--- src/rtl/br_pkg.sv ---
package br_pkg;

    // Condition-code bits delivered by the flag logic
    typedef struct packed {
        logic v;
        logic i1;
        logic h;
        logic i0;
        logic n;
        logic z;
        logic c;
    } ccr_t;

    // Base test selected by the upper three selector bits; the
    // lowest selector bit picks the test itself (1) or its opposite (0)
    typedef enum logic [3:0] {
        TST_FALSE = 4'd0,
        TST_CZ    = 4'd1,
        TST_C     = 4'd2,
        TST_Z     = 4'd3,
        TST_V     = 4'd4,
        TST_N     = 4'd5,
        TST_ZNV   = 4'd6,
        TST_NV    = 4'd7,
        TST_H     = 4'd8,
        TST_MASK  = 4'd9,
        TST_IRQ   = 4'd10
    } test_e;

    typedef struct packed {
        test_e test;
        logic  invert;
        logic  bad;
    } sel_t;

    // Interrupt mask is considered set only at the highest level
    function automatic logic mask_at_top(input ccr_t f);
        return f.i1 & f.i0;
    endfunction

    // Signed-compare helper: N differs from V
    function automatic logic sign_mismatch(input ccr_t f);
        return f.n ^ f.v;
    endfunction

endpackage

--- src/rtl/br_cond_decode.sv ---
module br_cond_decode
    import br_pkg::*;
(
    input  logic       alt_prefix,
    input  logic [3:0] cond_sel,
    output sel_t       sel
);
    logic [2:0] pair;

    assign pair = cond_sel[3:1];

    always_comb begin
        sel.invert = ~cond_sel[0];
        sel.bad    = 1'b0;
        sel.test   = TST_FALSE;
        if (!alt_prefix) begin
            case (pair)
                3'd0:    sel.test = TST_FALSE;
                3'd1:    sel.test = TST_CZ;
                3'd2:    sel.test = TST_C;
                3'd3:    sel.test = TST_Z;
                3'd4:    sel.test = TST_V;
                3'd5:    sel.test = TST_N;
                3'd6:    sel.test = TST_ZNV;
                default: sel.test = TST_NV;
            endcase
        end else begin
            case (pair)
                3'd4:    sel.test = TST_H;
                3'd6:    sel.test = TST_MASK;
                3'd7:    sel.test = TST_IRQ;
                default: sel.bad  = 1'b1;
            endcase
        end
    end
endmodule

--- src/rtl/br_cond_test.sv ---
module br_cond_test
    import br_pkg::*;
(
    input  test_e test,
    input  ccr_t  flags,
    input  logic  irq_level,
    output logic  base
);
    always_comb begin
        case (test)
            TST_FALSE: base = 1'b0;
            TST_CZ:    base = flags.c | flags.z;
            TST_C:     base = flags.c;
            TST_Z:     base = flags.z;
            TST_V:     base = flags.v;
            TST_N:     base = flags.n;
            TST_ZNV:   base = flags.z | sign_mismatch(flags);
            TST_NV:    base = sign_mismatch(flags);
            TST_H:     base = flags.h;
            TST_MASK:  base = mask_at_top(flags);
            TST_IRQ:   base = irq_level;
            default:   base = 1'b0;
        endcase
    end
endmodule

--- src/rtl/br_target.sv ---
module br_target #(
    parameter int PC_W      = 24,
    parameter int DISP_W    = 8,
    parameter int LEN_PLAIN = 2,
    parameter int LEN_PREF  = 3
) (
    input  logic [PC_W-1:0]   pc_cur,
    input  logic [DISP_W-1:0] disp,
    input  logic              alt_prefix,
    output logic [PC_W-1:0]   seq_pc,
    output logic [PC_W-1:0]   jump_pc
);
    localparam int EXT_W = PC_W - DISP_W;
    localparam logic [PC_W-1:0] STEP_PLAIN = PC_W'(LEN_PLAIN);
    localparam logic [PC_W-1:0] STEP_PREF  = PC_W'(LEN_PREF);

    logic [PC_W-1:0] disp_ext;

    generate
        if (EXT_W > 0) begin : g_extend
            assign disp_ext = {{EXT_W{disp[DISP_W-1]}}, disp};
        end else begin : g_trunc
            assign disp_ext = disp[PC_W-1:0];
        end
    endgenerate

    assign seq_pc  = pc_cur + (alt_prefix ? STEP_PREF : STEP_PLAIN);
    assign jump_pc = seq_pc + disp_ext;
endmodule

--- src/rtl/br_eval_top.sv ---
module br_eval_top
    import br_pkg::*;
#(
    parameter int PC_W      = 24,
    parameter int DISP_W    = 8,
    parameter int LEN_PLAIN = 2,
    parameter int LEN_PREF  = 3
) (
    input  logic              clk,
    input  logic              rst,
    input  logic              valid_in,
    input  logic              alt_prefix,
    input  logic [3:0]        cond_sel,
    input  logic              ccr_v,
    input  logic              ccr_i1,
    input  logic              ccr_h,
    input  logic              ccr_i0,
    input  logic              ccr_n,
    input  logic              ccr_z,
    input  logic              ccr_c,
    input  logic              irq_level,
    input  logic [PC_W-1:0]   pc_cur,
    input  logic [DISP_W-1:0] disp,
    output logic              out_valid,
    output logic              taken,
    output logic              illegal,
    output logic [PC_W-1:0]   next_pc
);
    ccr_t            flags;
    sel_t            sel;
    logic            base;
    logic            take_c;
    logic [PC_W-1:0] seq_pc;
    logic [PC_W-1:0] jump_pc;
    logic [PC_W-1:0] next_c;

    assign flags = '{v: ccr_v, i1: ccr_i1, h: ccr_h, i0: ccr_i0,
                     n: ccr_n, z: ccr_z, c: ccr_c};

    br_cond_decode u_decode (
        .alt_prefix (alt_prefix),
        .cond_sel   (cond_sel),
        .sel        (sel)
    );

    br_cond_test u_test (
        .test      (sel.test),
        .flags     (flags),
        .irq_level (irq_level),
        .base      (base)
    );

    br_target #(
        .PC_W      (PC_W),
        .DISP_W    (DISP_W),
        .LEN_PLAIN (LEN_PLAIN),
        .LEN_PREF  (LEN_PREF)
    ) u_target (
        .pc_cur     (pc_cur),
        .disp       (disp),
        .alt_prefix (alt_prefix),
        .seq_pc     (seq_pc),
        .jump_pc    (jump_pc)
    );

    assign take_c = ~sel.bad & (base ^ sel.invert);
    assign next_c = take_c ? jump_pc : seq_pc;

    always_ff @(posedge clk) begin
        if (rst) begin
            out_valid <= 1'b0;
            taken     <= 1'b0;
            illegal   <= 1'b0;
            next_pc   <= '0;
        end else begin
            out_valid <= valid_in;
            if (valid_in) begin
                taken   <= take_c;
                illegal <= sel.bad;
                next_pc <= next_c;
            end
        end
    end
endmodule

--- config.mk ---
export PLATFORM = sky130hd
export DESIGN_NAME = br_eval_top
export DESIGN_NICKNAME = d
export VERILOG_FILES = /design/src/rtl/br_pkg.sv /design/src/rtl/br_cond_decode.sv /design/src/rtl/br_cond_test.sv /design/src/rtl/br_target.sv /design/src/rtl/br_eval_top.sv
export SDC_FILE = /design/constraint.sdc
export NUM_CORES = 1
export LEC_CHECK = 0
export ABC_AREA = 1
export BUFFER_PORTS_ARGS = -buffer_cell sky130_fd_sc_hd__buf_2
export CAP_MARGIN = 20
export CORE_UTILIZATION = 57
export DETAILED_ROUTE_END_ITERATION = 16
export PLACE_DENSITY = 0.82
export SYNTH_ARGS = -nofsm -noshare
export SYNTH_HDL_FRONTEND = slang
export SYNTH_HIERARCHICAL = 1
export SYNTH_SLANG_ARGS = --single-unit
--- constraint.sdc ---
create_clock -name clk -period 3.7 [get_ports clk]
set_clock_uncertainty 0.2 [all_clocks]
set_input_delay 0.185 -clock clk [delete_from_list [all_inputs] [get_ports clk]]
set_output_delay 0.185 -clock clk [all_outputs]
set_load 0.01 [all_outputs]
# ---- Yosys cells after proc, flatten, opt, wreduce, memory -nomap -nowiden
# Cells that the tools add are included.
dict set report word_totals {
  ff_bits 27
  word_cells 41
  output_inout_bits 27
  in_bits 48
}
dict set report classes {
  bitwise_logic 8
  reduce_logical 2
  eq_ne 17
  addsub 2
  n_mux 8
}
# cell count
set op_table {}
lappend op_table {{adder 24 bit} 2}
lappend op_table {{2-to-1 mux 24 bit} 1}
lappend op_table {{case mux 3 bit (7 select lines)} 1}
lappend op_table {{== test 4 x 3 -> 1 bit, second input constant} 4}
lappend op_table {{== test 3 bit, second input constant} 4}
lappend op_table {{== test 4 bit, second input constant} 3}
lappend op_table {{case mux 4 bit (3 select lines)} 1}
lappend op_table {{case mux 1 bit (10 select lines)} 1}
lappend op_table {{== test 4 x 2 -> 1 bit, second input constant} 2}
lappend op_table {{== test 3 x 2 -> 1 bit, second input constant} 2}
lappend op_table {{== test 4 x 1 -> 1 bit, second input constant} 1}
lappend op_table {{2-to-1 mux 4 bit} 1}
lappend op_table {{== test 3 x 1 -> 1 bit, second input constant} 1}
lappend op_table {{logical NOT 3 bit} 1}
lappend op_table {{2-to-1 mux 1 bit} 3}
lappend op_table {{OR reduction 3 bit} 1}
lappend op_table {{AND 1 bit} 2}
lappend op_table {{NOT 1 bit} 2}
lappend op_table {{OR 1 bit} 2}
lappend op_table {{XOR 1 bit} 2}

# ---- Logic depth before layout (Yosys ltp)
# Gate-level depths: netlist (run 1).
dict set report logic_depth {
  depth_word 8
  depth_mapped 26
  mapped_depth_nobuf 26
}

# ---- Hierarchy
# Netlist (run 1), hierarchy kept.
# module n_inst area_per_inst_um2 cells_each seq_area_each_um2
set modules_own_cells {}
lappend modules_own_cells {br_target 1 2038.2 382 0.0}
lappend modules_own_cells {br_eval_top 1 1437.6 224 540.5}
lappend modules_own_cells {br_cond_test 1 125.1 27 0.0}
lappend modules_own_cells {br_cond_decode 1 62.6 15 0.0}

# ---- Worst setup path after synthesis (run 1)
# No wires, ideal clock.
dict set report synth_timing {
  kind {input to register}
  from {input port alt_prefix}
  to {register next_pc[23]}
  t_arrival_ps 2568
  t_required_ps 3391
  path_stages 24
  n_path_buf 0
  setup_ps 109
  slack_ps 824
  path_cell_list {ha_1 -> inv_1 -> ha_1 -> inv_1 -> nand3_1 -> inv_2 -> nand3_1 -> nor2_1 -> nand2_1 -> xnor2_1 -> ha_1 -> nand2_1 -> nor2_1 -> nand2_1 -> nor2_1 -> nand2_1 -> nand3_1 -> inv_1 -> nand3_1 -> nand2_1 -> nand4_1 -> nand3_1 -> nand2_1 -> inv_1}
}
dict set report synth_via {
  word_cells_on_any_way 20
  cone_classes {add/sub: 2; eq/ne: 10; mux: 5; bitwise: 3}
}
# item line
set synth_lines {}
lappend synth_lines {{start, declared} br_eval_top.sv:12} ;# input logic alt_prefix,
lappend synth_lines {{2-to-1 mux 1 bit} br_target.sv:27} ;# assign seq_pc = pc_cur + (alt_prefix ? STEP_PREF : STEP_PLAIN);
lappend synth_lines {{adder 24 bit} br_target.sv:27}
lappend synth_lines {{via seq_pc[18]} br_eval_top.sv:33} ;# logic [PC_W-1:0] seq_pc;
lappend synth_lines {{adder 24 bit} br_target.sv:28} ;# assign jump_pc = seq_pc + disp_ext;
lappend synth_lines {{via jump_pc[23]} br_eval_top.sv:34} ;# logic [PC_W-1:0] jump_pc;
lappend synth_lines {{2-to-1 mux 24 bit} br_eval_top.sv:67} ;# assign next_c = take_c ? jump_pc : seq_pc;
lappend synth_lines {{end signal, assigned} br_eval_top.sv:80} ;# next_pc <= next_c;
lappend synth_lines {{end, declared} br_eval_top.sv:27} ;# output logic [PC_W-1:0] next_pc
# The timed path passes the listed nets, and every way through them passes these cells.
# A chain may end at the register's enable or synchronous reset.

# ---- Final worst setup path (run 1)
dict set report layout_timing {
  from {input port alt_prefix}
  to {register next_pc[19]}
}
# Same word-level chain as after synthesis.

==> summary.md, run 1 <==
| Metric | Value |
|---|---|
| WP data required | `roughly 3.7 ns` |
| Adder-Cell Fraction of Synth Area | `0.0943` |
| Post-synthesis simple-gate area fraction | `0.472` |
| Critical path launch point type | `input port` |
| Dpl ws | `about 0.15 ns` |
| Total GRT Usage | `0.337` |
| Nets | `about 790` |
| Number of global-route vias before repair | `approximately 3,800` |
| Die height | `82.2 um` |
| Routed vias/inst | `5.49` |
| RSZ-0062 raised after global routing | `false` |
| CTS tree | `yes` |
| Io pins | `75` |
| Pin count of the biggest net entering global routing | `54` |
| Routed via count | `4,306` |
| Clock Tree Buf Depth | `2` |
| Cts hold-fix bufs | `0` |
| Main combinational cell family by area after synthesis | `simple AND/OR/NAND/NOR gates` |
| Synth async-reset ratio | `0` |
| Initial antenna violation count | `0` |
| Most frequent cells in the layout | `190 x nand2_1, 93 x inv_1, 88 x nor2_1` |
| Final Hold Viols | `0` |
| Max VDD drop | `196 uV` |
| Commonest non-fill, non-tap cell in the layout | `nand2_1` |
| Max Cap Viol | `0` |
| Slew HR | `0.366` |
| First-pass GRT wire length | `17.4 mm` |
| Mux contribution to synthesized area | `0` |
| Pins Over Slew Limit | `0` |
| Max stage delay on crit path | `0.38 ns` |
| Syn_nets | `723` |
| Post-CTS Setup Bufs | `0` |
| CTS buffer count | `3` |
| Full die area | `between 6000 and 7000 sq um` |
| Clock root buffer | `clkbuf_8` |
| Avg WL per Cell | `approximately 14 um` |
| Crit path max fanout | `5` |
| Drt first pass iters | `5` |
| Status | `completed` |
| Cells after Synth | `between 600 and 700` |
| CP most frequent cell | `nand3_1` |
| Port bufs | `74` |
| Hold Crit Class | `in -> reg` |
| Synthesized flop and latch total | `27` |
| Least-Margin Pin Slew | `approximately 0.95 ns` |
| Arrival @ worst endpoint | `between 3 and 4 ns` |
| DP HPWL | `between 8 and 9 mm` |
| Kind of critical path | `in -> reg` |
| # diodes | `0` |
| Setup TNS | `0 ns` |
| Clock latency on the worst-skew pair | `roughly 0.28 ns` |
| Final Worst Setup Slack | `around 0.34 ns` |
| CTS sink count | `27` |
| Area Growth Syn to Fin | `11.3%` |
| Final setup fails | `0` |
| Post-Syn Area | `approximately 3700 sq um` |
| Main synth FF type | `dfxtp_1` |
| Period utilization | `0.908` |
| Minimum clock period | `3.36 ns` |
| Residual DRC | `0` |
| Post-synthesis sequential area ratio | `0.148` |
| Die width | `between 80 and 90 um` |
| YS warnings | `6` |
| Distinct cell type count of the synthesized netlist | `36` |
| Post_cts resized | `0` |
| Final antenna-violating net count | `0` |
| Slowest-stage cell, CP | `xnor2_1` |
| Grt ovf | `0` |
| Core box area | `a little over 6000 sq um` |
| Worst path cell trace | `buf_2 -> ha_1 -> inv_1 -> ha_1 -> inv_1 -> nand3_1 -> inv_2 -> nand3_1 -> nor2_1 -> nand3_1 -> xnor2_1 -> ha_1 -> a21oi_1 -> nand2_1 -> o21ai_0 -> nand3_1 -> nand2_1 -> nand2_1 -> nand4_1 -> nand3_1 -> nand2_1 -> inv_1` |
| Share of layout cells above drive strength 1 | `0.134` |
| CP Capture Type | `flop` |
| FP Rows | `28` |
| RD Place Congestion | `around 1.0` |
| DR iter-0 viols | `387` |
| Final Routed Wirelength | `about 11 mm` |
| Syn_area_per_cell | `5.65 sq um` |
| Clk slew on worst S/H paths | `about 0.1 ns` |
| Starting Density | `0.604` |
| Synth Area in XOR/XNOR | `0.0813` |
| Top achievable clock speed | `~300 MHz` |
| Overall power | `~1.1 mW` |
| Synth Area in Compound Gates | `0.0786` |
| Power Density | `269 nW/um^2` |
| Leak pwr | `between 2 and 2.5 nW` |
| Htree depth | `1` |
| Post-synth EDFFs | `0` |
-- power by group --
group	switching [mW]	internal, mW
clock	0.107	0.0767
sequential	0.0156	0.318
combinational	0.375	0.206
-- cells in the mapped netlist (4+ instances only) --
library cell  count  area, sq um
a21oi_1          28          140
buf_2            10         50.1
dfxtp_1          27          541
ha_1             26          325
inv_1            93          349
inv_2             4         15.0
nand2_1         190          713
nand3_1          55          275
nand4_1          36          225
nor2_1           88          330
nor3_1            7         35.0
o21ai_0          11         55.1
o21ai_1           5         25.0
o21bai_1          4         30.0
xnor2_1          10         87.6
xor2_1           24          210
-- routing by layer --
| metal | GRT usage | up-vias | part of all wire |
|---|---|---|---|
| met2 | 0.588 | 208 | 0.45 |
| met4 | 0.0807 | 0 | 0.013 |
| li1 | - | 2190 | - |
| met3 | 0.0484 | 13 | 0.089 |
| met5 | 0 | - | 0 |
| met1 | 0.433 | 1895 | 0.45 |
-- area by class of cell --
class | instances | area [sq um]
clock buffer | 3 | 41.3
clock inverter | 1 | 7.51
fill | 622 | 1980
inverter | 97 | 364
multi-input combinational | 507 | 2660
sequential | 27 | 541
tap | 75 | 93.8
timing repair buffer | 74 | 370
-- kinds of logic after synthesis --
family                   count (synthesis)
flip-flops                              27
XOR/XNOR                                34
buffers and inverters                  114
AO/OA/AOI/OAI                           53
AND/OR/NAND/NOR                        393
adder cells (fa/ha/maj)                 27
-- worst max-delay path, delay by kind of cell --
family / cells / cell delay [ns]
compound gates: 2 / 0.50
xor+xnor: 1 / 0.38
fa+ha+maj: 3 / 0.80
buf+inv: 5 / 0.38
simple gates: 11 / 1.09
-- worst paths after layout --
path	start	endpoint	slack, ns	cells after the start
max	alt_prefix	next_pc[19]	0.34	22
min	pc_cur[23]	next_pc[23]	0.16	7
max reg2reg	next_pc[19]	next_pc[19]	2.76	4
min reg2reg	illegal	illegal	0.30	2
-- per-stage QoR --
stage | utilization | instance area [sq um] | hold slack [ns] | instances
2_1_floorplan | - | 3660 | 0.280 | 648
3_3_place_gp | 0.665 | 4030 | 0.265 | 780
3_5_place_dp | 0.665 | 4030 | 0.291 | 780
4_1_cts | 0.673 | 4080 | 0.139 | 784
5_1_grt | 0.673 | 4080 | 0.198 | 784
6_report | 0.673 | 4080 | 0.155 | 784
-- flip-flops by register name, summed over array words and instances (netlist names) --
name       flops
illegal        1
next_pc       24
out_valid      1
taken          1
(Power assumes the default switching activity.)
==> run 2: changes to the inputs <==
--- a/config.mk
+++ b/config.mk
@@ -8,9 +8,9 @@
 export ABC_AREA = 1
 export BUFFER_PORTS_ARGS = -buffer_cell sky130_fd_sc_hd__buf_2
 export CAP_MARGIN = 20
-export CORE_UTILIZATION = 57
+export CORE_UTILIZATION = 45
 export DETAILED_ROUTE_END_ITERATION = 16
-export PLACE_DENSITY = 0.82
+export PLACE_DENSITY = 0.68
 export SYNTH_ARGS = -nofsm -noshare
 export SYNTH_HDL_FRONTEND = slang
 export SYNTH_HIERARCHICAL = 1
==> run 2 against run 1 <==
Against the previous run: maximum frequency rose by 0.72%; global-route usage fell by 7.0 points; critical path depth rose by 1; design area rose by 0.83%; die area rose by 26%; critical path type unchanged.
==> summary.md, run 2 (synthesis gave the netlist of run 1 again) <==
| Metric | Value |
|---|---|
| Status | `completed` |
| CP most frequent cell | `nand2_1` |
| Reg2Reg Depth | `4 (unchanged)` |
| Commonest non-fill, non-tap cell in the layout | `nand2_1` |
| Post_cts resized | `0 (unchanged)` |
| Avg WL per Cell | `13.6 um (-4.3%)` |
| Slew HR | `0.344 (-0.0217)` |
| Crit path max fanout | `5 (unchanged)` |
| Kind of critical path | `in -> reg` |
| Worst r2r src | `next_pc[23]` |
| First-pass GRT wire length | `18.2 mm (+4.9%)` |
| CTS sink count | `27 (unchanged)` |
| Setup TNS | `0 ns (unchanged)` |
| Clk pwr share | `0.173 (+0.006)` |
| Number of global-route vias before repair | `3,877 (+1.3%)` |
| RD Place Congestion | `0.968 (-5.8%)` |
| Core box area | `7810 sq um (+29%)` |
| Area Growth Syn to Fin | `12.2%` |
| Grt ovf | `0 (unchanged)` |
| Critical path launch point type | `input port` |
| Port bufs | `74 (unchanged)` |
| Pin count of the biggest net entering global routing | `54 (unchanged)` |
| CP Capture Type | `flop` |
| Leak pwr | `2.35 nW (unchanged)` |
| Die height | `92.2 um (+12%)` |
| Htree depth | `1 (unchanged)` |
| RSZ-0062 raised after global routing | `false` |
| Drt first pass iters | `5 (unchanged)` |
| DP HPWL | `8.61 mm (-0.48%)` |
| Overall power | `1.10 mW (+0.39%)` |
| Clk slew on worst S/H paths | `0.11 ns (about the same)` |
| FP Rows | `32 (+14%)` |
| Final setup fails | `0 (unchanged)` |
| Power Density | `268 nW/um^2 (-0.43%)` |
| Slowest-stage cell, CP | `ha_1` |
| Share of layout cells above drive strength 1 | `0.134 (unchanged)` |
| Post-CTS Setup Bufs | `0 (unchanged)` |
| Max Cap Viol | `0 (unchanged)` |
| Most frequent cells in the layout | `190 x nand2_1, 93 x inv_1, 88 x nor2_1` |
| Min-Delay Endpoint | `next_pc[0]` |
| Clock Tree Buf Depth | `2 (unchanged)` |
| Final Hold Viols | `0 (unchanged)` |
| Routed vias/inst | `5.21 (-5.1%)` |
| Hold Startpoint | `pc_cur[0]` |
| Final antenna-violating net count | `0 (unchanged)` |
| Multi-input logic area | `2660 sq um (unchanged)` |
| Minimum clock period | `3.33 ns (-0.0239 ns)` |
| Comb power frac | `0.525 (-0.004)` |
| DR iter-0 viols | `245 (-37%)` |
| Residual DRC | `0 (unchanged)` |
| Top achievable clock speed | `300 MHz (+0.72%)` |
| # diodes | `0 (unchanged)` |
| Hold Crit Class | `in -> reg` |
| Final Util | `0.527 (-0.146)` |
| Routed via count | `4,225 (-1.9%)` |
| WHS Path Cells | `6 (-1)` |
| Final Routed Wirelength | `11.1 mm (-0.99%)` |
| Largest Register | `next_pc` |
| Arrival @ worst endpoint | `3.38 ns (+0.04 ns)` |
| Total GRT Usage | `0.267 (-0.0698)` |
| Switching share of power | `0.455 (+0.00196)` |
| Share of power burned in registers | `0.302 (-0.002)` |
| Max stage delay on crit path | `0.37 ns (about the same)` |
| Initial antenna violation count | `0 (unchanged)` |
| Cts hold-fix bufs | `0 (unchanged)` |
| CTS tree | `yes` |
| Io pins | `75 (unchanged)` |
| Least-Margin Pin Slew | `0.984 ns (+0.0326 ns)` |
| Worst R2R End | `next_pc[23]` |
| Sw Pwr | `0.501 mW (+0.83%)` |
| P_int | `0.602 mW (about the same)` |
| Starting Density | `0.469 (-0.135)` |
| Nets | `785 (unchanged)` |
| Period utilization | `0.901 (-0.00647)` |
| Worst path cell trace | `buf_2 -> ha_1 -> inv_1 -> ha_1 -> inv_1 -> nand3_1 -> inv_2 -> nand3_1 -> nor2_1 -> nand2_1 -> xnor2_1 -> ha_1 -> nand2_1 -> nor2_1 -> and3_1 -> nand4_1 -> nand3_1 -> nand2_1 -> nand2_1 -> nand4_1 -> nand3_1 -> nand2_1 -> inv_1` |
| Max VDD drop | `122 uV (-38%)` |
| Clock latency on the worst-skew pair | `0.29 ns (about the same)` |
| Full die area | `8510 sq um (+26%)` |
| Die width | `92.2 um (+12%)` |
| Filler cells | `856 (+38%)` |
| Clock root buffer | `clkbuf_8` |
| R2R Setup Slk | `2.76 ns (about the same)` |
| Largest register FFs | `24 (unchanged)` |
| WP data required | `3.74 ns (+0.06 ns)` |
| Sequential Area | `541 sq um (unchanged)` |
| Pins Over Slew Limit | `0 (unchanged)` |
| CTS buffer count | `3 (unchanged)` |
[run 2: cell counts in the layout (fill, tap and decap cells not counted)]
No cell type changed its count.
[run 2: metal layers]
metal	vias to the layer above	track usage	wire, um
li1	2188	-	-
met1	1879	0.370	5490
met2	142	0.442	4790
met3	16	0.0216	543
met4	0	0.0742	224
met5	-	0	0
[run 2: worst max-delay path: cells and delay by family]
kind,cells,cell delay (ns)
and+or+nand+nor,14,1.81
adders and majority gates,3,0.81
buffers and inverters,5,0.40
xor gates and xnor gates,1,0.16
[run 2: layout make-up]
type | instances | area share
Clock inverter | 1 | 0.00183
Clock buffer | 3 | 0.0100
Inverter | 97 | 0.0886
Timing Repair Buffer | 74 | 0.0901
Multi-Input combinational cell | 507 | 0.647
Sequential cell | 27 | 0.131
Tap cell | 102 | 0.0310
[run 2: power groups by stage]
| stage | Sequential (mW) | Combinational (mW) | Clock (mW) |
|---|---|---|---|
| 3_3_place_gp | 0.339 | 0.563 | 0 |
| 5_1_grt | 0.336 | 0.652 | 0.206 |
| 6_report | 0.333 | 0.579 | 0.191 |
| 4_1_cts | 0.333 | 0.572 | 0.196 |
| 2_1_floorplan | 0.351 | 0.400 | 0 |
| 3_5_place_dp | 0.340 | 0.568 | 0 |
[run 2: worst max-delay path by stage]
stage / start / to / slack, ns / cells past startpoint
finish: alt_prefix / next_pc[19] / 0.37 / 23
CTS: alt_prefix / next_pc[19] / 0.41 / 23
global placement: alt_prefix / next_pc[23] / 0.19 / 25
global route: alt_prefix / next_pc[19] / 0.009 / 23
floorplan: alt_prefix / next_pc[23] / 0.82 / 24
detailed placement: alt_prefix / next_pc[23] / 0.1 / 25
[run 2: metrics by stage]
stage | cell area, sq um | hold slack [ns] | std cells | worst slack, ns
6_report | 4110 | 0.132 | 811 | 0.366
5_1_grt | 4110 | 0.158 | 811 | 0.00938
4_1_cts | 4110 | 0.127 | 811 | 0.411
3_5_place_dp | 4060 | 0.278 | 807 | 0.0998
3_3_place_gp | 4060 | 0.271 | 807 | 0.191
2_1_floorplan | 3660 | 0.280 | 648 | 0.824
